--- config.mk ---
export PLATFORM = sky130hd
export DESIGN_NAME = rll17_read_dec
export DESIGN_NICKNAME = d
export VERILOG_FILES = /design/src/rtl/rll17_pkg.sv /design/src/rtl/rll17_window.sv /design/src/rtl/rll17_preamble_det.sv /design/src/rtl/rll17_group_dec.sv /design/src/rtl/rll17_read_dec.sv
export SDC_FILE = /design/constraint.sdc
export NUM_CORES = 1
export LEC_CHECK = 0
export ABC_CLOCK_PERIOD_IN_PS = 2700
export BUFFER_PORTS_ARGS = -buffer_cell sky130_fd_sc_hd__buf_2
export CAP_MARGIN = 5
export CORE_AREA = 2 2 51 53
export DETAILED_ROUTE_END_ITERATION = 8
export DIE_AREA = 0 0 53 55
export PLACE_DENSITY_LB_ADDON = 0.12
export SETUP_SLACK_MARGIN = 0.1
export SKIP_CTS_REPAIR_TIMING = 1
export SLEW_MARGIN = 25
export SYNTH_ARGS = -nofsm -noshare
export SYNTH_HDL_FRONTEND = slang
export SYNTH_HIERARCHICAL = 1
export SYNTH_SLANG_ARGS = --single-unit
--- constraint.sdc ---
create_clock -name code_clk -period 2.7 [get_ports code_clk]
set_input_delay 0.54 -clock code_clk [delete_from_list [all_inputs] [get_ports code_clk]]
set_output_delay 0.54 -clock code_clk [all_outputs]
set_load 0.005 [all_outputs]
--- src/rtl/rll17_pkg.sv ---
package rll17_pkg;

    localparam int GRP_BITS = 3;
    localparam int WIN_BITS = 3 * GRP_BITS;
    localparam int PH_W     = $clog2(GRP_BITS);

    // Window layout: [8:6] previous group, [5:3] current, [2:0] next.
    // Within a group the first-sampled bit sits at the higher index.
    function automatic logic [1:0] rll17_decode(input logic [WIN_BITS-1:0] w);
        logic [1:0] p;
        if (w[5:3] == 3'b000)
            p = {1'b0, ~w[6]};          // second half of a substitution
        else if (w[2:0] == 3'b000)
            p = {~w[5], 1'b0};          // first half of a substitution
        else
            p = {~w[5], ~w[3]};         // plain group
        return p;
    endfunction

    typedef struct packed {
        logic [PH_W-1:0] phase;
        logic            primed;
        logic [1:0]      pair;
    } grp_st_t;

endpackage

--- src/rtl/rll17_window.sv ---
module rll17_window
    import rll17_pkg::*;
#(
    parameter int WIDTH = WIN_BITS
) (
    input  logic             clk,
    input  logic             rst_n,
    input  logic             gate,
    input  logic             din,
    output logic [WIDTH-1:0] win
);

    logic [WIDTH-1:0] sr_d, sr_q;

    always_comb begin
        sr_d = sr_q;
        if (!gate)
            sr_d = '0;
        else
            sr_d = {sr_q[WIDTH-2:0], din};
    end

    always_ff @(negedge clk or negedge rst_n) begin
        if (!rst_n) sr_q <= '0;
        else        sr_q <= sr_d;
    end

    assign win = sr_q;

endmodule

--- src/rtl/rll17_preamble_det.sv ---
module rll17_preamble_det #(
    parameter int PULSES = 16
) (
    input  logic clk,
    input  logic rst_n,
    input  logic gate,
    input  logic din,
    output logic found,
    output logic lock_now
);

    localparam int CW = $clog2(PULSES + 1);

    typedef struct packed {
        logic [CW-1:0] cnt;
        logic [1:0]    gap;     // zeros since last one, saturating at 3
        logic          found;
    } pre_st_t;

    localparam pre_st_t PRE_RST = '{cnt: '0, gap: 2'd3, found: 1'b0};

    pre_st_t s_d, s_q;

    always_comb begin
        s_d      = s_q;
        lock_now = 1'b0;
        if (!gate) begin
            s_d = PRE_RST;
        end else if (!s_q.found) begin
            if (din) begin
                s_d.gap = 2'd0;
                s_d.cnt = (s_q.gap == 2'd2) ? s_q.cnt + 1'b1 : CW'(1);
                if (s_d.cnt == CW'(PULSES)) begin
                    s_d.found = 1'b1;
                    lock_now  = 1'b1;
                end
            end else begin
                if (s_q.gap != 2'd3) s_d.gap = s_q.gap + 2'd1;
                if (s_q.gap == 2'd2) s_d.cnt = '0;
            end
        end
    end

    always_ff @(negedge clk or negedge rst_n) begin
        if (!rst_n) s_q <= PRE_RST;
        else        s_q <= s_d;
    end

    assign found = s_q.found;

    assert_lock_full_run_R2: assert property (@(negedge clk) disable iff (!rst_n)
        $rose(s_q.found) |-> ((PULSES == 1) || ($past(s_q.cnt) == CW'(PULSES - 1))));

    assert_lock_on_pulse_R2: assert property (@(negedge clk) disable iff (!rst_n)
        $rose(s_q.found) |-> $past(din));

    assert_count_step_R3: assert property (@(negedge clk) disable iff (!rst_n)
        (s_q.cnt > $past(s_q.cnt)) |-> (s_q.cnt == $past(s_q.cnt) + 1'b1));

endmodule

--- src/rtl/rll17_group_dec.sv ---
module rll17_group_dec
    import rll17_pkg::*;
(
    input  logic                clk,
    input  logic                rst_n,
    input  logic                gate,
    input  logic                found,
    input  logic                lock_now,
    input  logic [WIN_BITS-1:0] win,
    output logic                nrz_msb,
    output logic                nrz_lsb,
    output logic                rclk
);

    localparam grp_st_t GRP_RST = '{phase: '0, primed: 1'b0, pair: 2'b00};

    grp_st_t g_d, g_q;

    always_comb begin
        g_d = g_q;
        if (!gate) begin
            g_d = GRP_RST;
        end else if (lock_now) begin
            g_d.phase = PH_W'(1);       // lock bit is first bit of a group
        end else if (found) begin
            g_d.phase = (g_q.phase == PH_W'(GRP_BITS - 1)) ? '0 : g_q.phase + 1'b1;
            if (g_q.phase == '0) begin
                g_d.pair   = rll17_decode(win);
                g_d.primed = 1'b1;
            end
        end
    end

    always_ff @(negedge clk or negedge rst_n) begin
        if (!rst_n) g_q <= GRP_RST;
        else        g_q <= g_d;
    end

    assign nrz_msb = g_q.pair[1];
    assign nrz_lsb = g_q.pair[0];
    assign rclk    = g_q.primed && (g_q.phase == PH_W'(GRP_BITS - 1));

    assert_rclk_single_R5: assert property (@(negedge clk) disable iff (!rst_n)
        rclk |=> !rclk);

    assert_pair_hold_R5: assert property (@(negedge clk) disable iff (!rst_n)
        rclk |-> $stable(g_q.pair));

    assert_no_strobe_unlocked_R2: assert property (@(negedge clk) disable iff (!rst_n)
        !found |-> !rclk);

endmodule

--- src/rtl/rll17_read_dec.sv ---
module rll17_read_dec
    import rll17_pkg::*;
#(
    parameter int PRE_PULSES = 16
) (
    input  logic code_clk,
    input  logic rst_n,
    input  logic rd_gate,
    input  logic code_in,
    output logic nrz_msb,
    output logic nrz_lsb,
    output logic rd_clk
);

    logic [WIN_BITS-1:0] win;
    logic                found;
    logic                lock_now;

    rll17_window #(.WIDTH(WIN_BITS)) u_window (
        .clk   (code_clk),
        .rst_n (rst_n),
        .gate  (rd_gate),
        .din   (code_in),
        .win   (win)
    );

    rll17_preamble_det #(.PULSES(PRE_PULSES)) u_pre (
        .clk      (code_clk),
        .rst_n    (rst_n),
        .gate     (rd_gate),
        .din      (code_in),
        .found    (found),
        .lock_now (lock_now)
    );

    rll17_group_dec u_grp (
        .clk      (code_clk),
        .rst_n    (rst_n),
        .gate     (rd_gate),
        .found    (found),
        .lock_now (lock_now),
        .win      (win),
        .nrz_msb  (nrz_msb),
        .nrz_lsb  (nrz_lsb),
        .rclk     (rd_clk)
    );

    assert_gate_clears_R4: assert property (@(negedge code_clk) disable iff (!rst_n)
        !rd_gate |=> (!rd_clk && !nrz_msb && !nrz_lsb));

endmodule

# After elaboration in Yosys (flattened, before gate mapping)
# Index checks and enable logic that the tools add are counted.
[totals]
input_bits = 4
register_bits = 20
[classes]
bitwise_logic = 3
addsub = 3
muxes = 19
eq_ne = 11
reduce_logical = 7
[op_table]
columns = ["operator", "count"]
rows = [
  ["$mux 5", 4],
  ["$mux 8", 2],
  ["$mux 7", 2],
  ["$ne 3x1->1 const B", 3],
  ["$mux 2", 4],
  ["$logic_not 3->1", 2],
  ["$mux 3", 2],
  ["$ne 2x2->1 const B", 3],
  ["$add 5x1->5 const B", 1],
  ["$eq 5x5->1 const B", 1],
  ["$mux 1", 5],
  ["$add 2x1->2 const B", 2],
  ["$eq 2x2->1 const B", 2],
  ["$ne 2x1->1 const B", 2],
  ["$reduce_and 2->1", 2],
  ["$not 1->1", 3],
  ["$reduce_and 3->1", 1],
  ["$logic_not 2->1", 1],
  ["$logic_and 1x1->1", 1],
]

# Logic depth before layout (Yosys ltp)
# Gate-level depths: netlist (run 1).
[logic_depth]
depth_word = 9
depth_mapped = 9

# Modules after synthesis
# Netlist (run 1), hierarchy kept.
[modules_own_cells]
columns = ["module", "area_per_inst_um2", "cells_each", "instances", "seq_area_each_um2"]
rows = [
  ["rll17_preamble_det", 481.7, 52, 1, 202.7],
  ["rll17_window", 281.5, 18, 1, 225.2],
  ["rll17_group_dec", 267.8, 27, 1, 125.1],
]

==> results of run 1 <==
critical path, delay by kind of cell:
| kind | cells | cell delay (ps) |
|---|---|---|
| buffers and inverters | 1 | 80 |
| AO/OA/AOI/OAI | 2 | 500 |
| AND/OR/NAND/NOR | 4 | 730 |
routing by layer:
layer / part of all wire (%) / vias to the layer above / track usage, %
li1: - / 360 / -
met4: 1.2 / 0 / 7.69
met1: 51 / 361 / 19.1
met3: 1.8 / 2 / 2.42
met5: 0 / - / 0
met2: 46 / 4 / 22.3
flip-flops by register name (all words and copies together) (netlist names):
| signal | count |
|---|---|
| u_pre/s_q | 7 |
| u_window/win | 7 |
| u_grp/g_q | 3 |
| u_grp/nrz_lsb | 1 |
| u_grp/nrz_msb | 1 |
| u_pre/found | 1 |
per-stage QoR:
stage | hold WS [ps] | cell area (µm²)
floorplan | 410 | 983
global placement | 417 | 1110
detailed placement | 430 | 1110
CTS | 432 | 1160
global route | 456 | 1180
finish | 425 | 1180
area by class of cell:
| cell class | count | area [µm²] |
|---|---|---|
| tap | 30 | 37.5 |
| fill | 234 | 1180 |
| clock buffer | 4 | 47.5 |
| timing repair buffer | 13 | 108 |
| inverter | 5 | 18.8 |
| clock inverter | 2 | 7.51 |
| multi-input combinational | 66 | 463 |
| sequential | 20 | 503 |
power breakdown:
part	switching (mW)	leakage, nW	internal, mW
sequential	0.00715	0.269	0.311
combinational	0.0308	0.270	0.0246
clock	0.100	0.0368	0.117
total	0.138	0.576	0.453
worst max path at each step:
stage                 start                   endpoint  slack (ps)  depth (start not counted)
floorplan           rd_gate  u_grp/nrz_lsb$_DFFE_NN0P_        -520                          6
global placement    rd_gate  u_grp/nrz_lsb$_DFFE_NN0P_        -670                          7
detailed placement  rd_gate  u_grp/nrz_msb$_DFFE_NN0P_        -700                          8
CTS                 rd_gate  u_grp/nrz_msb$_DFFE_NN0P_        -380                          8
global route        code_in  u_grp/nrz_msb$_DFFE_NN0P_        -390                          8
finish              code_in  u_grp/nrz_lsb$_DFFE_NN0P_        -340                          7
layout by cell type, fill, tap and decap left out, types with 2 or more instances in the layout:
| cell | instances |
|---|---|
| nor2b_1 | 2 |
| inv_1 | 7 |
| buf_2 | 4 |
| and2_1 | 7 |
| a21oi_1 | 4 |
| a211o_1 | 2 |
| a21boi_1 | 2 |
| dfrtn_1 | 18 |
| nand3_1 | 2 |
| nand2_4 | 2 |
| xor2_1 | 2 |
| nor2_1 | 8 |
| nand2_1 | 8 |
| clkbuf_4 | 3 |
| dfstp_2 | 2 |
| or4_4 | 2 |
| ha_1 | 3 |
| buf_4 | 7 |
| nor4_1 | 2 |
| o21ai_0 | 2 |
==> results.sh, run 1 <==
export IMPL_max_stage_delay_ps=500
export IMPL_drc=0
export IMPL_clock_sinks=20
export IMPL_hold_path_end="u_window/win[3]$_DFF_NN0_"
export IMPL_die_w_um=53
export IMPL_violations="negative setup slack"
export IMPL_status="finished with violations"
export IMPL_hold_class="reg2reg"
export IMPL_timing_rr_end="u_grp/nrz_lsb$_DFFE_NN0P_"
export IMPL_wirelength_mm=1.76
export IMPL_power_leakage_nw=0.576
export IMPL_insertion_delay_ps=360
export IMPL_clockRootBuffer="clkbuf_4"
export IMPL_dp_cells=135
export IMPL_die_area_mm2=0.00292
export IMPL_setup_viol=8
export IMPL_crit_chain="buf_8 > nand2_4 > or4_4 > a211o_1 > nor2_4 > nor4b_4 > a41o_1"
export IMPL_hold_viol=0
export IMPL_antenna_found_initial=0
export IMPL_core_mm2=0.00236
export IMPL_synthCells=93
export IMPL_p_total_mw=0.591
export IMPL_crit_type="in2reg"
export IMPL_drv_cap=0
export IMPL_worstRegToRegCells=7
export IMPL_critical_path_required_ps=1510
export IMPL_core_rowCount=18
export IMPL_start_kind="primary input"
export IMPL_fin_cells=140
export IMPL_cp_arrival_ps=1840
export IMPL_reg2reg_from="u_pre/s_q[2]$_DFFE_NN1P_"
export IMPL_syn_nets=100
export IMPL_maxSlewHeadroom_pct=68.9
export IMPL_rsz0062_at_grt="yes"
export IMPL_clkTransAtPathRegs_ps=80
export IMPL_ios=7
export IMPL_slew_violations=0
export IMPL_dpl_hpwl_mm=1.26
export IMPL_pre_cts_slack_ps=-698
export IMPL_cts_tree="built"
export IMPL_syn_area_um2=968
export IMPL_worstMarginPinSlew_ps=467
export IMPL_grt_max_degree=21
export IMPL_wire_per_inst_um=12.6
export IMPL_fin_skew_ps=65.4
export IMPL_drive_gt1_share_pct=22.7
export IMPL_holdPathStages=1
export IMPL_avgSynthCellArea_um2=10.4
export IMPL_viasPerCell=5.19
export IMPL_numPortBuffers=6
export IMPL_cts_buffers=3
export IMPL_gr_total_overflow=0
export IMPL_die_y_um=55
export IMPL_grt_pass1_vias=687
export IMPL_htree_levels=1
export IMPL_area_growth_pct=22.4
export IMPL_fin_ws_ps=-337
export IMPL_rrSetupSlack_ps=370
export IMPL_clock_path_buffers=2
export IMPL_start_util_pct=41.0
export IMPL_ant_nets=0
export IMPL_track_usage_pct=14.3
export IMPL_place_congestion=0.740
export IMPL_antenna_cells=0
export IMPL_crit_fanout=5
export IMPL_grt_pass1_wl_mm=2.97
export IMPL_via_count=727
export IMPL_p_per_area_mw_per_mm2=499
export IMPL_min_delay_start="u_window/win[2]$_DFF_NN0_"
export IMPL_worst_ir_drop_vdd_mv=0.401
export IMPL_end_kind="register"
export IMPL_dr_pass1_iters=4
export IMPL_drt_iter0_markers=11
export IMPL_fin_util_pct=50.1
export IMPL_ys_warn_count=6
export IMPL_final_nets=118
export IMPL_fin_setup_tns_ps=-1640
export IMPL_crit_slowest_cell="or4_4"
Note: power is estimated with default switching activity, not from simulation.
==> run 2, diff against run 1 <==
--- a/config.mk
+++ b/config.mk
@@ -5,12 +5,13 @@
 export SDC_FILE = /design/constraint.sdc
 export NUM_CORES = 1
 export LEC_CHECK = 0
-export ABC_CLOCK_PERIOD_IN_PS = 2700
+export ABC_AREA = 1
+export ABC_CLOCK_PERIOD_IN_PS = 3030
 export BUFFER_PORTS_ARGS = -buffer_cell sky130_fd_sc_hd__buf_2
 export CAP_MARGIN = 5
-export CORE_AREA = 2 2 51 53
+export CORE_AREA = 2 2 52 54
 export DETAILED_ROUTE_END_ITERATION = 8
-export DIE_AREA = 0 0 53 55
+export DIE_AREA = 0 0 54 56
 export PLACE_DENSITY_LB_ADDON = 0.12
 export SETUP_SLACK_MARGIN = 0.1
 export SKIP_CTS_REPAIR_TIMING = 1
==> constraint.sdc (replaced) <==
create_clock -name code_clk -period 3.03 [get_ports code_clk]
set_input_delay 0.606 -clock code_clk [delete_from_list [all_inputs] [get_ports code_clk]]
set_output_delay 0.606 -clock code_clk [all_outputs]
set_load 0.005 [all_outputs]
==> run 2 against run 1 <==
  * The run still ends with negative setup slack left
  * Synthesized cell count increased by 35%
  * Sequential power decreased by 8.2%
  * Cell count increased by 23%
  * First-iteration DRC count increased by 9.1%
  * Combinational power increased by 18%
  * Largest power group unchanged
==> results.sh, run 2 <==
export IMPL_status="finished with violations"
export IMPL_violations="negative setup slack"
export IMPL_wirelength_mm=1.90
export IMPL_end_kind="output port"
export IMPL_clock_path_buffers=2
export IMPL_ant_nets=0
export IMPL_p_per_area_mw_per_mm2=483
export IMPL_insertion_delay_ps=350
export IMPL_fin_cells=172
export IMPL_die_area_mm2=0.00302
export IMPL_die_y_um=56
export IMPL_cts_buffers=3
export IMPL_grt_pass1_wl_mm=3.48
export IMPL_area_growth_pct=20.3
export IMPL_maxSlewHeadroom_pct=71.0
export IMPL_core_rowCount=18
export IMPL_ios=7
export IMPL_dpl_hpwl_mm=1.33
export IMPL_worst_ir_drop_vdd_mv=0.341
export IMPL_clock_sinks=20
export IMPL_drt_iter0_markers=12
export IMPL_worstMarginPinSlew_ps=435
export IMPL_drive_gt1_share_pct=21.8
export IMPL_htree_levels=1
export IMPL_grt_max_degree=21
export IMPL_min_delay_start="u_window/win[2]$_DFF_NN0_"
export IMPL_gr_total_overflow=0
export IMPL_synthCells=126
export IMPL_setup_viol=1
export IMPL_track_usage_pct=15.2
export IMPL_clkTransAtPathRegs_ps=80
export IMPL_via_count=822
export IMPL_multi_input_area_um2=429
export IMPL_viasPerCell=4.78
export IMPL_dr_pass1_iters=4
export IMPL_hold_class="reg2reg"
export IMPL_hold_viol=0
export IMPL_mostFrequentLayoutCell="nand2_1"
export IMPL_rsz0062_at_grt="yes"
export IMPL_grt_pass1_vias=829
export IMPL_placed_area_mm2=0.00110
export IMPL_numPortBuffers=6
export IMPL_drc=0
export IMPL_cp_arrival_ps=2550
export IMPL_nFillCells=238
export IMPL_final_nets=150
export IMPL_final_cell_mix="nand2_1, inv_1, dfrtn_1"
export IMPL_syn_nets=133
export IMPL_place_congestion=0.777
export IMPL_start_util_pct=41.5
export IMPL_critical_path_required_ps=2420
export IMPL_whs_ps=408
export IMPL_reg2reg_from="u_pre/s_q[1]$_DFFE_NN1P_"
export IMPL_clockRootBuffer="clkbuf_4"
export IMPL_design_area_mm2=0.00121
export IMPL_ys_warn_count=6
export IMPL_fin_ws_ps=-121
export IMPL_fin_skew_ps=58.9
export IMPL_drv_cap=0
export IMPL_avgSynthCellArea_um2=8.01
export IMPL_crit_fanout=3
export IMPL_cp_startpoint="u_grp/g_q[4]$_DFFE_NN0P_"
export IMPL_wire_per_inst_um=11.0
export IMPL_core_mm2=0.00243
export IMPL_die_w_um=54
export IMPL_power_leakage_nw=0.648
export IMPL_start_kind="register"
export IMPL_dp_cells=164
export IMPL_cts_tree="built"
export IMPL_syn_area_mm2=0.00101
export IMPL_slew_violations=0
export IMPL_antenna_found_initial=0
export IMPL_seq_area_um2=503
export IMPL_antenna_cells=0
export IMPL_crit_type="reg2out"
## run 2: through the flow
stage                     total power [mW]  worst slack (ps)  util [%]  TNS, ps
after floorplan                      0.337              36.7         -        0
after global placement               0.357              -174      45.1     -817
after detailed placement             0.358              -192      45.1     -853
after CTS                            0.588              -221      47.4     -221
after global routing                 0.623              -184      49.9     -184
final                                0.586              -121      49.9     -121
## run 2: critical path, cell delays in order (launching register included)
cell and delay [ps]:
dfrtn_1 470, inv_2 50, nor3_2 90, buf_2 130
## run 2: per-layer routing
metal / GRT usage [%] / up-vias / share of wire [%]
met5: 0 / - / 0
met4: 6.07 / 0 / 1.3
met3: 3.49 / 4 / 2.4
met2: 22.5 / 7 / 51
met1: 21.1 / 386 / 45
li1: - / 425 / -
## run 2: final cells by class
type,count,share of cell area (%)
clock inverters,3,3.09
clock buffers,3,1.85
multi-input cells,80,35.3
well taps,30,3.09
inverters,24,7.42
flip-flops and latches,20,41.4
repair buffers,12,7.83
## run 2: final timing paths
| check | to | slack [ps] | depth (start not counted) |
|---|---|---|---|
| min reg2reg | u_window/win[3]$_DFF_NN0_ | 410 | 2 |
| max | rd_clk | -120 | 3 |
| min | u_window/win[3]$_DFF_NN0_ | 410 | 2 |
| min in group asynchronous | u_window/win[6]$_DFF_NN0_ | 1630 | 1 |
| max reg2reg | u_grp/g_q[3]$_DFFE_NN0P_ | 1050 | 11 |
| max in group asynchronous | u_pre/s_q[1]$_DFFE_NN1P_ | 990 | 1 |
## run 2: power breakdown
group | switching, mW | internal (mW) | total [mW]
Combinational | 0.0399 | 0.0253 | 0.0652
Sequential | 0.00973 | 0.282 | 0.292
Clock | 0.0924 | 0.137 | 0.229
